[src/rtl/dpc_pkg.sv]
package dpc_pkg;

  typedef enum logic [2:0] {
    CMD_NOP = 3'd0,
    CMD_PRE = 3'd1,
    CMD_ACT = 3'd2,
    CMD_RD  = 3'd3,
    CMD_WR  = 3'd4
  } dram_cmd_e;

  typedef enum logic [2:0] {
    SQ_IDLE,
    SQ_CLOSE_OLD,
    SQ_OPEN,
    SQ_COLUMN,
    SQ_CLOSE_AFTER
  } seq_state_e;

endpackage

[src/rtl/dpc_addr_split.sv]
module dpc_addr_split #(
  parameter int ADDR_W      = 24,
  parameter int ROW_BYTES   = 8192,
  parameter int BURST_BYTES = 64,
  localparam int ROW_SH = $clog2(ROW_BYTES),
  localparam int COL_SH = $clog2(BURST_BYTES),
  localparam int ROW_W  = ADDR_W - ROW_SH,
  localparam int COL_W  = ROW_SH - COL_SH
) (
  input  logic [ADDR_W-1:0] addr,
  input  logic              row_open,
  input  logic [ROW_W-1:0]  open_row,
  output logic [ROW_W-1:0]  row,
  output logic [COL_W-1:0]  col,
  output logic              hit,
  output logic              conflict
);

  always_comb begin
    row      = addr[ADDR_W-1:ROW_SH];
    col      = addr[ROW_SH-1:COL_SH];
    hit      = row_open && (open_row == row);
    conflict = row_open && (open_row != row);
  end

endmodule

[src/rtl/dpc_phase_timer.sv]
module dpc_phase_timer #(
  parameter int W = 3
) (
  input  logic         clk,
  input  logic         rst_n,
  input  logic         load,
  input  logic [W-1:0] load_val,
  output logic         expired
);

  logic [W-1:0] cnt_q;
  logic [W-1:0] cnt_d;
  logic         cnt_en;

  always_comb begin
    cnt_en = load || (cnt_q != '0);
    cnt_d  = load ? load_val : cnt_q - 1'b1;
  end

  always_ff @(posedge clk or negedge rst_n) begin
    if (!rst_n) begin
      cnt_q <= '0;
    end else if (cnt_en) begin
      cnt_q <= cnt_d;
    end
  end

  assign expired = (cnt_q == '0);

endmodule

[src/rtl/dpc_stat_counter.sv]
module dpc_stat_counter #(
  parameter int W = 16
) (
  input  logic         clk,
  input  logic         rst_n,
  input  logic         inc,
  output logic [W-1:0] count
);

  logic [W-1:0] cnt_q;
  logic         cnt_en;

  always_comb begin
    cnt_en = inc && (cnt_q != {W{1'b1}});
  end

  always_ff @(posedge clk or negedge rst_n) begin
    if (!rst_n) begin
      cnt_q <= '0;
    end else if (cnt_en) begin
      cnt_q <= cnt_q + 1'b1;
    end
  end

  assign count = cnt_q;

endmodule

[src/rtl/dram_page_ctrl.sv]
module dram_page_ctrl
  import dpc_pkg::*;
#(
  parameter int ADDR_W      = 24,
  parameter int ROW_BYTES   = 8192,
  parameter int BURST_BYTES = 64,
  parameter int T_PRE       = 5,
  parameter int T_ACT       = 5,
  parameter int T_COL       = 4,
  parameter int CNT_W       = 16,
  localparam int ROW_SH = $clog2(ROW_BYTES),
  localparam int COL_SH = $clog2(BURST_BYTES),
  localparam int ROW_W  = ADDR_W - ROW_SH,
  localparam int COL_W  = ROW_SH - COL_SH
) (
  input  logic              clk,
  input  logic              rst_n,
  input  logic              close_mode,
  input  logic              req_valid,
  input  logic              req_write,
  input  logic [ADDR_W-1:0] req_addr,
  output logic              req_ready,
  output logic [2:0]        cmd,
  output logic [ROW_W-1:0]  cmd_row,
  output logic [COL_W-1:0]  cmd_col,
  output logic              done,
  output logic              row_open,
  output logic [ROW_W-1:0]  open_row,
  output logic [CNT_W-1:0]  hit_count,
  output logic [CNT_W-1:0]  miss_count
);

  localparam int T_MAX12 = (T_PRE > T_ACT) ? T_PRE : T_ACT;
  localparam int T_MAX   = (T_MAX12 > T_COL) ? T_MAX12 : T_COL;
  localparam int TW      = $clog2(T_MAX + 1);
  localparam logic [TW-1:0] LD_PRE = TW'(T_PRE - 1);
  localparam logic [TW-1:0] LD_ACT = TW'(T_ACT - 1);
  localparam logic [TW-1:0] LD_COL = TW'(T_COL - 1);
  localparam int N_STAT  = 2;

  // request decode
  logic [ROW_W-1:0] in_row;
  logic [COL_W-1:0] in_col;
  logic             in_hit;
  logic             in_conflict;

  // state
  seq_state_e       state_q, state_d;
  dram_cmd_e        cmd_q, cmd_d;
  logic [ROW_W-1:0] cmd_row_q, cmd_row_d;
  logic             done_q, done_d;
  logic             open_q, open_d;
  logic [ROW_W-1:0] open_row_q, open_row_d;
  logic             wr_q, closed_q;
  logic [ROW_W-1:0] row_q;
  logic [COL_W-1:0] col_q;

  logic             accept;
  logic             tmr_load;
  logic [TW-1:0]    tmr_val;
  logic             tmr_expired;
  logic [N_STAT-1:0] stat_inc;
  logic [CNT_W-1:0] stat_cnt [N_STAT];

  dpc_addr_split #(
    .ADDR_W     (ADDR_W),
    .ROW_BYTES  (ROW_BYTES),
    .BURST_BYTES(BURST_BYTES)
  ) u_split (
    .addr     (req_addr),
    .row_open (open_q),
    .open_row (open_row_q),
    .row      (in_row),
    .col      (in_col),
    .hit      (in_hit),
    .conflict (in_conflict)
  );

  dpc_phase_timer #(.W(TW)) u_timer (
    .clk      (clk),
    .rst_n    (rst_n),
    .load     (tmr_load),
    .load_val (tmr_val),
    .expired  (tmr_expired)
  );

  // index 0 counts hits, index 1 counts misses
  for (genvar gi = 0; gi < N_STAT; gi++) begin : g_stat
    dpc_stat_counter #(.W(CNT_W)) u_cnt (
      .clk   (clk),
      .rst_n (rst_n),
      .inc   (stat_inc[gi]),
      .count (stat_cnt[gi])
    );
  end

  assign req_ready = (state_q == SQ_IDLE);
  assign accept    = req_valid && req_ready;

  always_comb begin
    state_d    = state_q;
    cmd_d      = CMD_NOP;
    cmd_row_d  = cmd_row_q;
    done_d     = 1'b0;
    open_d     = open_q;
    open_row_d = open_row_q;
    tmr_load   = 1'b0;
    tmr_val    = '0;
    stat_inc   = '0;

    unique case (state_q)
      SQ_IDLE: begin
        if (accept) begin
          stat_inc[0] = in_hit;
          stat_inc[1] = !in_hit;
          tmr_load    = 1'b1;
          if (in_hit) begin
            state_d = SQ_COLUMN;
            tmr_val = LD_COL;
            cmd_d   = req_write ? CMD_WR : CMD_RD;
          end else if (in_conflict) begin
            state_d   = SQ_CLOSE_OLD;
            tmr_val   = LD_PRE;
            cmd_d     = CMD_PRE;
            cmd_row_d = open_row_q;
            open_d    = 1'b0;
          end else begin
            state_d    = SQ_OPEN;
            tmr_val    = LD_ACT;
            cmd_d      = CMD_ACT;
            cmd_row_d  = in_row;
            open_d     = 1'b1;
            open_row_d = in_row;
          end
        end
      end
      SQ_CLOSE_OLD: begin
        if (tmr_expired) begin
          state_d    = SQ_OPEN;
          tmr_load   = 1'b1;
          tmr_val    = LD_ACT;
          cmd_d      = CMD_ACT;
          cmd_row_d  = row_q;
          open_d     = 1'b1;
          open_row_d = row_q;
        end
      end
      SQ_OPEN: begin
        if (tmr_expired) begin
          state_d  = SQ_COLUMN;
          tmr_load = 1'b1;
          tmr_val  = LD_COL;
          cmd_d    = wr_q ? CMD_WR : CMD_RD;
        end
      end
      SQ_COLUMN: begin
        if (tmr_expired) begin
          done_d = 1'b1;
          if (closed_q) begin
            state_d   = SQ_CLOSE_AFTER;
            tmr_load  = 1'b1;
            tmr_val   = LD_PRE;
            cmd_d     = CMD_PRE;
            cmd_row_d = row_q;
            open_d    = 1'b0;
          end else begin
            state_d = SQ_IDLE;
          end
        end
      end
      SQ_CLOSE_AFTER: begin
        if (tmr_expired) begin
          state_d = SQ_IDLE;
        end
      end
      default: state_d = SQ_IDLE;
    endcase
  end

  always_ff @(posedge clk or negedge rst_n) begin
    if (!rst_n) begin
      state_q    <= SQ_IDLE;
      cmd_q      <= CMD_NOP;
      cmd_row_q  <= '0;
      done_q     <= 1'b0;
      open_q     <= 1'b0;
      open_row_q <= '0;
    end else begin
      state_q    <= state_d;
      cmd_q      <= cmd_d;
      cmd_row_q  <= cmd_row_d;
      done_q     <= done_d;
      open_q     <= open_d;
      open_row_q <= open_row_d;
    end
  end

  // request capture, enabled on acceptance only
  always_ff @(posedge clk or negedge rst_n) begin
    if (!rst_n) begin
      wr_q     <= 1'b0;
      closed_q <= 1'b0;
      row_q    <= '0;
      col_q    <= '0;
    end else if (accept) begin
      wr_q     <= req_write;
      closed_q <= close_mode;
      row_q    <= in_row;
      col_q    <= in_col;
    end
  end

  assign cmd        = cmd_q;
  assign cmd_row    = cmd_row_q;
  assign cmd_col    = col_q;
  assign done       = done_q;
  assign row_open   = open_q;
  assign open_row   = open_row_q;
  assign hit_count  = stat_cnt[0];
  assign miss_count = stat_cnt[1];

endmodule

[config.mk]
export PLATFORM = sky130hd
export DESIGN_NAME = dram_page_ctrl
export DESIGN_NICKNAME = d
export VERILOG_FILES = /design/src/rtl/dpc_pkg.sv /design/src/rtl/dpc_addr_split.sv /design/src/rtl/dpc_phase_timer.sv /design/src/rtl/dpc_stat_counter.sv /design/src/rtl/dram_page_ctrl.sv
export SDC_FILE = /design/constraint.sdc
export NUM_CORES = 1
export LEC_CHECK = 0
export ABC_CLOCK_PERIOD_IN_PS = 2330
export BUFFER_PORTS_ARGS = -buffer_cell sky130_fd_sc_hd__clkbuf_2
export CAP_MARGIN = 20
export CORE_UTILIZATION = 50
export DETAILED_ROUTE_END_ITERATION = 7
export PLACE_DENSITY = 0.77
export SETUP_SLACK_MARGIN = 0.1
export SYNTH_ARGS = -nofsm -noshare
export SYNTH_HDL_FRONTEND = slang
export SYNTH_HIERARCHICAL = 1
export SYNTH_SLANG_ARGS = --single-unit
[constraint.sdc]
create_clock -name clk -period 2.33 [get_ports clk]
set_clock_uncertainty 0.1 [all_clocks]
set_input_delay 0.466 -clock clk [delete_from_list [all_inputs] [get_ports clk]]
set_output_delay 0.466 -clock clk [all_outputs]
set_load 0.005 [all_outputs]
Yosys cells after proc, flatten, opt, wreduce, memory -nomap -nowiden
Cells that the tools add are included.
{ "op_classes": {"add_sub_neg": 3, "multipliers": 0, "div": 0, "magnitude_cmp": 0, "n_eq_ne": 15, "shift": 0, "muxes": 48, "n_bitwise": 0, "reduce_logical": 16} }
{ "op_table": {"columns": ["operator", "count"], "rows": [
  ["11-bit 2-to-1 mux", 6],
  ["3-bit 2-to-1 mux", 16],
  ["11-bit case mux with 3 select lines", 1],
  ["16-bit by 1-bit adder with 16-bit output, second input constant", 2],
  ["16-bit inequality test, second input constant", 2],
  ["3-bit case mux with 4 select lines", 2],
  ["11-bit case mux with 2 select lines", 1],
  ["3-bit case mux with 5 select lines", 1],
  ["1-bit 2-to-1 mux", 13],
  ["2-bit 2-to-1 mux", 6],
  ["2-bit inequality test, second input constant", 6],
  ["11-bit equality test", 1],
  ["11-bit inequality test", 1],
  ["3-bit by 2-bit equality test with 1-bit output, second input constant", 2],
  ["3-bit logical NOT", 2],
  ["1-bit case mux with 3 select lines", 2],
  ["6-bit AND reduction", 1],
  ["3-bit nonzero test", 2],
  ["1-bit logical AND", 5],
  ["5-bit AND reduction", 1],
  ["4-bit AND reduction", 1],
  ["3-bit by 1-bit equality test with 1-bit output, second input constant", 1],
  ["3-bit equality test, second input constant", 1],
  ["3-bit by 1-bit subtractor with 3-bit output, second input constant", 1],
  ["other kinds (5)", 5]
]} }
{ "totals": {"ff_bits": 85, "latchBits": 0, "ram_bits": 0, "romBits": 0, "input_bits": 29, "out_inout_bits": 67, "mem_count": 0} }

Logic depth before layout (Yosys ltp)
{ "logic_depth": {"word_depth": 6, "mapped_depth": 10, "mapped_depth_nobuf": 9} }

By module
The synthesis kept the hierarchy.
{ "by_module_without_submodules": {"columns": ["module", "instances", "cells_per_inst", "area_each_um2", "seq_area_each_um2"], "rows": [
  ["dram_page_ctrl", 1, 233, 2368.5, 1251.2],
  ["dpc_stat_counter", 2, 72, 859.6, 400.4],
  ["dpc_addr_split", 1, 35, 267.8, 0.0],
  ["dpc_phase_timer", 1, 21, 200.2, 75.1]
]} }

Worst setup path before layout
Ideal clock, no wire load.
{ "synth_timing": {"path_kind": "input port to flip-flop", "from": "in req_addr[17]", "to": "reg g_stat[1].u_cnt.cnt_q[7]", "setup_ns": 0.132, "t_arrival_ns": 2.201, "slack_ns": -0.103, "stages": 9, "n_path_buf": 0, "path_cell_list": "xor2_1 > nor4_1 > and4_1 > nor2b_1 > and2_1 > and3_1 > and4_2 > a31oi_1 > a31oi_1"} }
{ "synth_between": {"elab_chain_len": 6} }
{ "synth_rtl": {"columns": ["item", "line_no", "text"], "rows": [
  ["start, declared", "dram_page_ctrl.sv:21", "input logic [ADDR_W-1:0] req_addr,"],
  ["11-bit equality test", "dpc_addr_split.sv:22", "hit = row_open && (open_row == row);"],
  ["1-bit logical AND", "dpc_addr_split.sv:22", null],
  ["net in_hit", "dram_page_ctrl.sv:44", "logic in_hit;"],
  ["1-bit logical NOT", "dram_page_ctrl.sv:115", "stat_inc[1] = !in_hit;"],
  ["2-bit 2-to-1 mux", "dram_page_ctrl.sv:113", "if (accept) begin"],
  ["2-bit 2-to-1 mux", "dram_page_ctrl.sv:111", "unique case (state_q)"],
  ["net stat_inc[1]", "dram_page_ctrl.sv:62", "logic [N_STAT-1:0] stat_inc;"],
  ["1-bit logical AND", "dpc_stat_counter.sv:14", "cnt_en = inc && (cnt_q != {W{1'b1}});"],
  ["end signal, assigned", "dpc_stat_counter.sv:21", "cnt_q <= cnt_q + 1'b1;"],
  ["end, declared", "dpc_stat_counter.sv:10", "logic [W-1:0] cnt_q;"]
]} }
The timed path passes the listed nets, and every way through them passes these cells.
A chain may end at the register's enable or synchronous reset.

Worst setup path after layout
{ "layout_timing": {"from": "reg open_row_q[0] (netlist: open_row[0])", "to": "reg g_stat[0].u_cnt.cnt_q[14]"} }
{ "layout_between": {"elab_chain_len": 5} }
{ "layout_rtl": {"columns": ["item", "line_no", "text"], "rows": [
  ["start, declared", "dram_page_ctrl.sv:53", "logic [ROW_W-1:0] open_row_q, open_row_d;"],
  ["start signal, assigned", "dram_page_ctrl.sv:194", "open_row_q <= open_row_d;"],
  ["11-bit equality test", "dpc_addr_split.sv:22", null],
  ["1-bit logical AND", "dpc_addr_split.sv:22", null],
  ["net in_hit", "dram_page_ctrl.sv:44", null],
  ["2-bit 2-to-1 mux", "dram_page_ctrl.sv:113", null],
  ["2-bit 2-to-1 mux", "dram_page_ctrl.sv:111", null],
  ["net stat_inc[0]", "dram_page_ctrl.sv:62", null],
  ["1-bit logical AND", "dpc_stat_counter.sv:14", null],
  ["end signal, assigned", "dpc_stat_counter.sv:21", null],
  ["end, declared", "dpc_stat_counter.sv:10", null]
]} }
The timed path passes the listed nets, and every way through them passes these cells.

==> impl_summary.md <==
Layout
The repair_antennas step left the layout with diodes totalling 0. Leaving out filler cells and counting taps, the final layout contains 668. The number of nets in the layout is 589. The share of post-route cells with drive strength above 1 is 38.8%. The area growth from synthesis to layout is 27.2%. At the end of the flow the core is filled with cells to 66.1%.

Critical path
Data arrives at the worst endpoint at 2520 ps. The buffers plus inverters on the worst setup path is 1. The kind of end point of the critical path is a flop. The data required time at the worst endpoint is 2470 ps. The largest single stage delay on the critical path is 410 ps.

The cell count of the worst reg-to-reg path is 9. The startpoint identified for the worst register-to-register timing path is open_row[0]. The dominant delay contributor by cell family on the critical path is simple AND/OR/NAND/NOR gates. The type of element launching the critical path is a flop. The register-to-register setup slack is -50 ps. The start-to-end type of the worst setup path is reg -> reg. The largest fanout of any net on the critical path is 5. The worst register-to-register path ends at g_stat[0].u_cnt/count[14]. The launching instance or port of the critical path is open_row[0]. The critical path goes through xor2_1 > nor4_1 > buf_4 > and4_4 > and3_4 > nand2_4 > nor4_4 > nand4_1 > xnor2_1. The cell with the largest stage delay on the worst path is dfrtp_1.

Power
The leakage power is 0.00290 uW. The power density relative to cell area is 1030 mW/mm^2. The peak supply drop is 0.528 mV.

The final total power is 5980 uW.

Global routing
Entering global routing, the biggest net connects 36 pins. The initial antenna violation count is 0. The via count of the first global-routing pass is 3,789. The remaining global-route overflow is 0. For this run, the total global-route usage over all layers was measured as 22.7%. The global-route wire length before repair is 17.5 mm.

Yosys
The cell type contributing the most total cell area after synthesis is dfrtp_1. The netlist area before placement is 0.00456 sq mm. Ranked by total cell area, the synthesized netlist is headed by dfrtp_1 47%, mux2_1 4.7%, nand2_1 4.2%, buf_4 3.1%, xor2_1 2.9%.

In this run the biggest area consumer among cell types represents 46.7% of the synthesized area. The count of yosys warnings during synthesis is 6. After synthesis, flip-flops and latches occupy 46.7% of the total area. The synthesized instance count is 433. The mean post-synth cell area is 10.5 sq um. Counting every net in the synthesized netlist gives 466. Among all flip-flop cells after synthesis, the most frequent one is dfrtp_1. The proportion of register bits with asynchronous set or reset after synthesis is 100%. Counting flops with a built-in enable in the synthesized netlist gives 0. Yosys mapped the design onto 56 distinct sky130hd cell types. The count of state elements after synthesis is 85.

Routing
The number of routed nets with antenna violations is 0. Wires add up to 10.4 mm. After detailed routing, the number of remaining DRC violations is 0. Summed over all nets, wire length on met2 after detailed routing comes to 5.04 mm. In the detailed route, the total length drawn on met3 is 364 microns. After detailed routing, the average wire length per cell comes to 15.6 microns.

The detailed router finished its first iteration with 145 violations. The first-pass iteration count of the detailed router is 4. Summing over every cut layer, the via total after detailed routing is 3,725. The top routing layer in use is met4. Using the TritonRoute via totals, the vias-per-cell ratio works out to 5.58. In the final routing, the length of wire on met1 measures 4.79 mm.

Clock tree
The clock root buffer master is clkbuf_8. The maximum root-to-sink buffer count is 2. The clock reaches the later pin of the worst-skew pair after 350 ps. The number of clock buffers added by TritonCTS is 9.

After clock tree synthesis, the clock-pin slew on the worst setup and hold paths is 80 ps. The TritonCTS clock tree is yes. The count of H-tree levels built during CTS is 3. The clock drives 85 sinks.

STA
Setup repair after global routing could not meet its margin everywhere. The number of setup violations in the final report is 8. Measured against its own limit, the worst slew margin works out to 40.3%.

The final cycle utilization of the critical path is 102%. Setup slack on the critical path of the routed design comes to -49.9 ps. The setup TNS is -249 ps. The count of final hold-check violations came to 0. The transition time at the pin with the least slew margin is 895 ps. The max-slew violation count was 0. Counting I/O delays and the setup requirement, the final critical path takes 2380 ps. Based on the critical path, the design can be clocked at up to 420 MHz.

Place
The number of instances in the placed design is 639. The post-detailed-placement half-perimeter wirelength is 7.38 mm. The final RePlAce weighted congestion is 0.851. The minimum setup slack after placement is -307 ps. In this run the tool buffered the top-level ports with 89 buffer cells.

Die
The starting utilization of the core area is 52.0%. The number of top-level pins is 96. The die is 97.5 microns wide. The area of the core region is 0.00876 sq mm. The floorplan step defined a die boundary enclosing 0.00950 sq mm. The floorplan row count is 34. The floorplan step set the die height to 97.5 microns.

Status
The checks that failed: negative setup slack. The flow ran to the end, but the final reports show violations.

Hold path
In this run the most critical hold path is launched from req_addr[9]. The min-delay analysis places its worst path in the category in -> reg. Counting instances, the worst hold path has a depth of 2.

The worst hold path terminates at cmd_col[3].

Flow run
Across the run, the number of max-cap violations was 0.
==> layout make-up <==
cell class                      instances  area (sq um)
Clock inverter                          4           120
Multi-Input combinational cell        304          2300
Inverter                                9          33.8
Clock buffer                           11           141
Sequential cell                        85          2130
Timing Repair Buffer                  147           935
Fill cell                             658          2970
Tap cell                              108           135
==> placed cells by master (no fill, tap or decap), types with 4 or more instances in the layout <==
master / netlist / routed
clkbuf_2: 0 / 88
nand2_2: 0 / 9
nand3_1: 10 / 10
mux2_1: 19 / 17
xnor2_1: 10 / 10
a21oi_1: 19 / 15
nand2b_1: 4 / 4
o21a_1: 10 / 10
bufinv_16: 0 / 4
a31oi_1: 8 / 6
nor2b_1: 7 / 6
nor4_4: 4 / 4
o21ai_0: 16 / 14
nor2_2: 2 / 5
xor2_1: 15 / 15
mux2i_1: 12 / 12
nand4_1: 16 / 16
inv_1: 9 / 9
nand2_1: 51 / 40
nor2_1: 19 / 16
and4_4: 2 / 5
buf_4: 19 / 52
a21oi_2: 0 / 4
dfrtp_1: 85 / 85
o21ai_1: 21 / 23
clkbuf_8: 0 / 10
ha_1: 4 / 4
==> state kept, by name, indices dropped and copies added (netlist names) <==
register and count:
cmd_row 11, done 1, cmd_col 7, closed_q 1
cmd 3, g_stat.u_cnt/count 32, u_timer/cnt_q 3, open_row 11
state_q 3, wr_q 1, row_open 1, row_q 11
==> per-layer routing <==
| metal | vias to the layer above | track usage [%] |
|---|---|---|
| li1 | 1796 | - |
| met5 | - | 0 |
| met2 | 88 | 37.1 |
| met4 | 0 | 9.50 |
| met3 | 19 | 3.74 |
| met1 | 1822 | 29.9 |
==> timing repair <==
action | 4_1_cts | 5_1_grt
pin swaps | 4 | 13
buffers inserted | 4 | 9
resized for setup | 13 | 22
hold buffers | 1 | 0
endpoints found under the hold margin | 26 | 0
endpoints found under the setup margin | 35 | 57
==> per-stage QoR <==
step	hold slack, ps	instance area, sq um
floorplan	70.4	4580
global placement	305	5300
detailed placement	309	5300
CTS	218	5640
global route	222	5790
finish	228	5790
==> kinds of logic (layout without fill, tap and decap cells) <==
family          after synthesis  in the layout  synth area share, %
simple gates                150            150                 20.5
compound gates               91             91                 12.9
flops                        85             85                 46.7
buf+inv                      44            171                 5.93
mux                          34             34                 8.07
xor+xnor                     25             25                 4.81
fa+ha+maj                     4              4                 1.10
==> synthesized netlist by cell type (3+ instances only) <==
| master | n |
|---|---|
| dfrtp_1 | 85 |
| nand2_1 | 51 |
| o21ai_1 | 21 |
| a21oi_1 | 19 |
| buf_4 | 19 |
| mux2_1 | 19 |
| nor2_1 | 19 |
| nand4_1 | 16 |
| o21ai_0 | 16 |
| xor2_1 | 15 |
| mux2i_1 | 12 |
| nand3_1 | 10 |
| o21a_1 | 10 |
| xnor2_1 | 10 |
| buf_2 | 9 |
| inv_1 | 9 |
| a31oi_1 | 8 |
| nor2b_1 | 7 |
| and3_1 | 5 |
| ha_1 | 4 |
| nand2b_1 | 4 |
| nor4_4 | 4 |
| and2_1 | 3 |
| and4_1 | 3 |
| buf_6 | 3 |
| clkbuf_1 | 3 |
| mux2_2 | 3 |
| nor3_2 | 3 |
==> worst max-delay path by stage <==
stage	cells after the start	to	slack (ps)
after floorplan	8	g_stat[0].u_cnt/count[15]	20
after global placement	10	g_stat[0].u_cnt/count[15]	-300
after detailed placement	10	g_stat[0].u_cnt/count[15]	-310
after CTS	9	g_stat[0].u_cnt/count[15]	-40
after global routing	10	g_stat[0].u_cnt/count[10]	-220
final	9	g_stat[0].u_cnt/count[14]	-50
==> worst reg2reg max path, stage by stage, from the launching register on <==
cell and delay (ps):
dfrtp_1 410, xor2_1 150, nor4_1 270, buf_4 160
and4_4 250, and3_4 240, nand2_4 70, nor4_4 330
nand4_1 150, xnor2_1 150
==> report_power, final <==
group | internal, uW | switching, uW
sequential | 1920 | 345
clock | 845 | 512
combinational | 1130 | 1230
total | 3900 | 2080
Power figures use the tool's default switching activity.
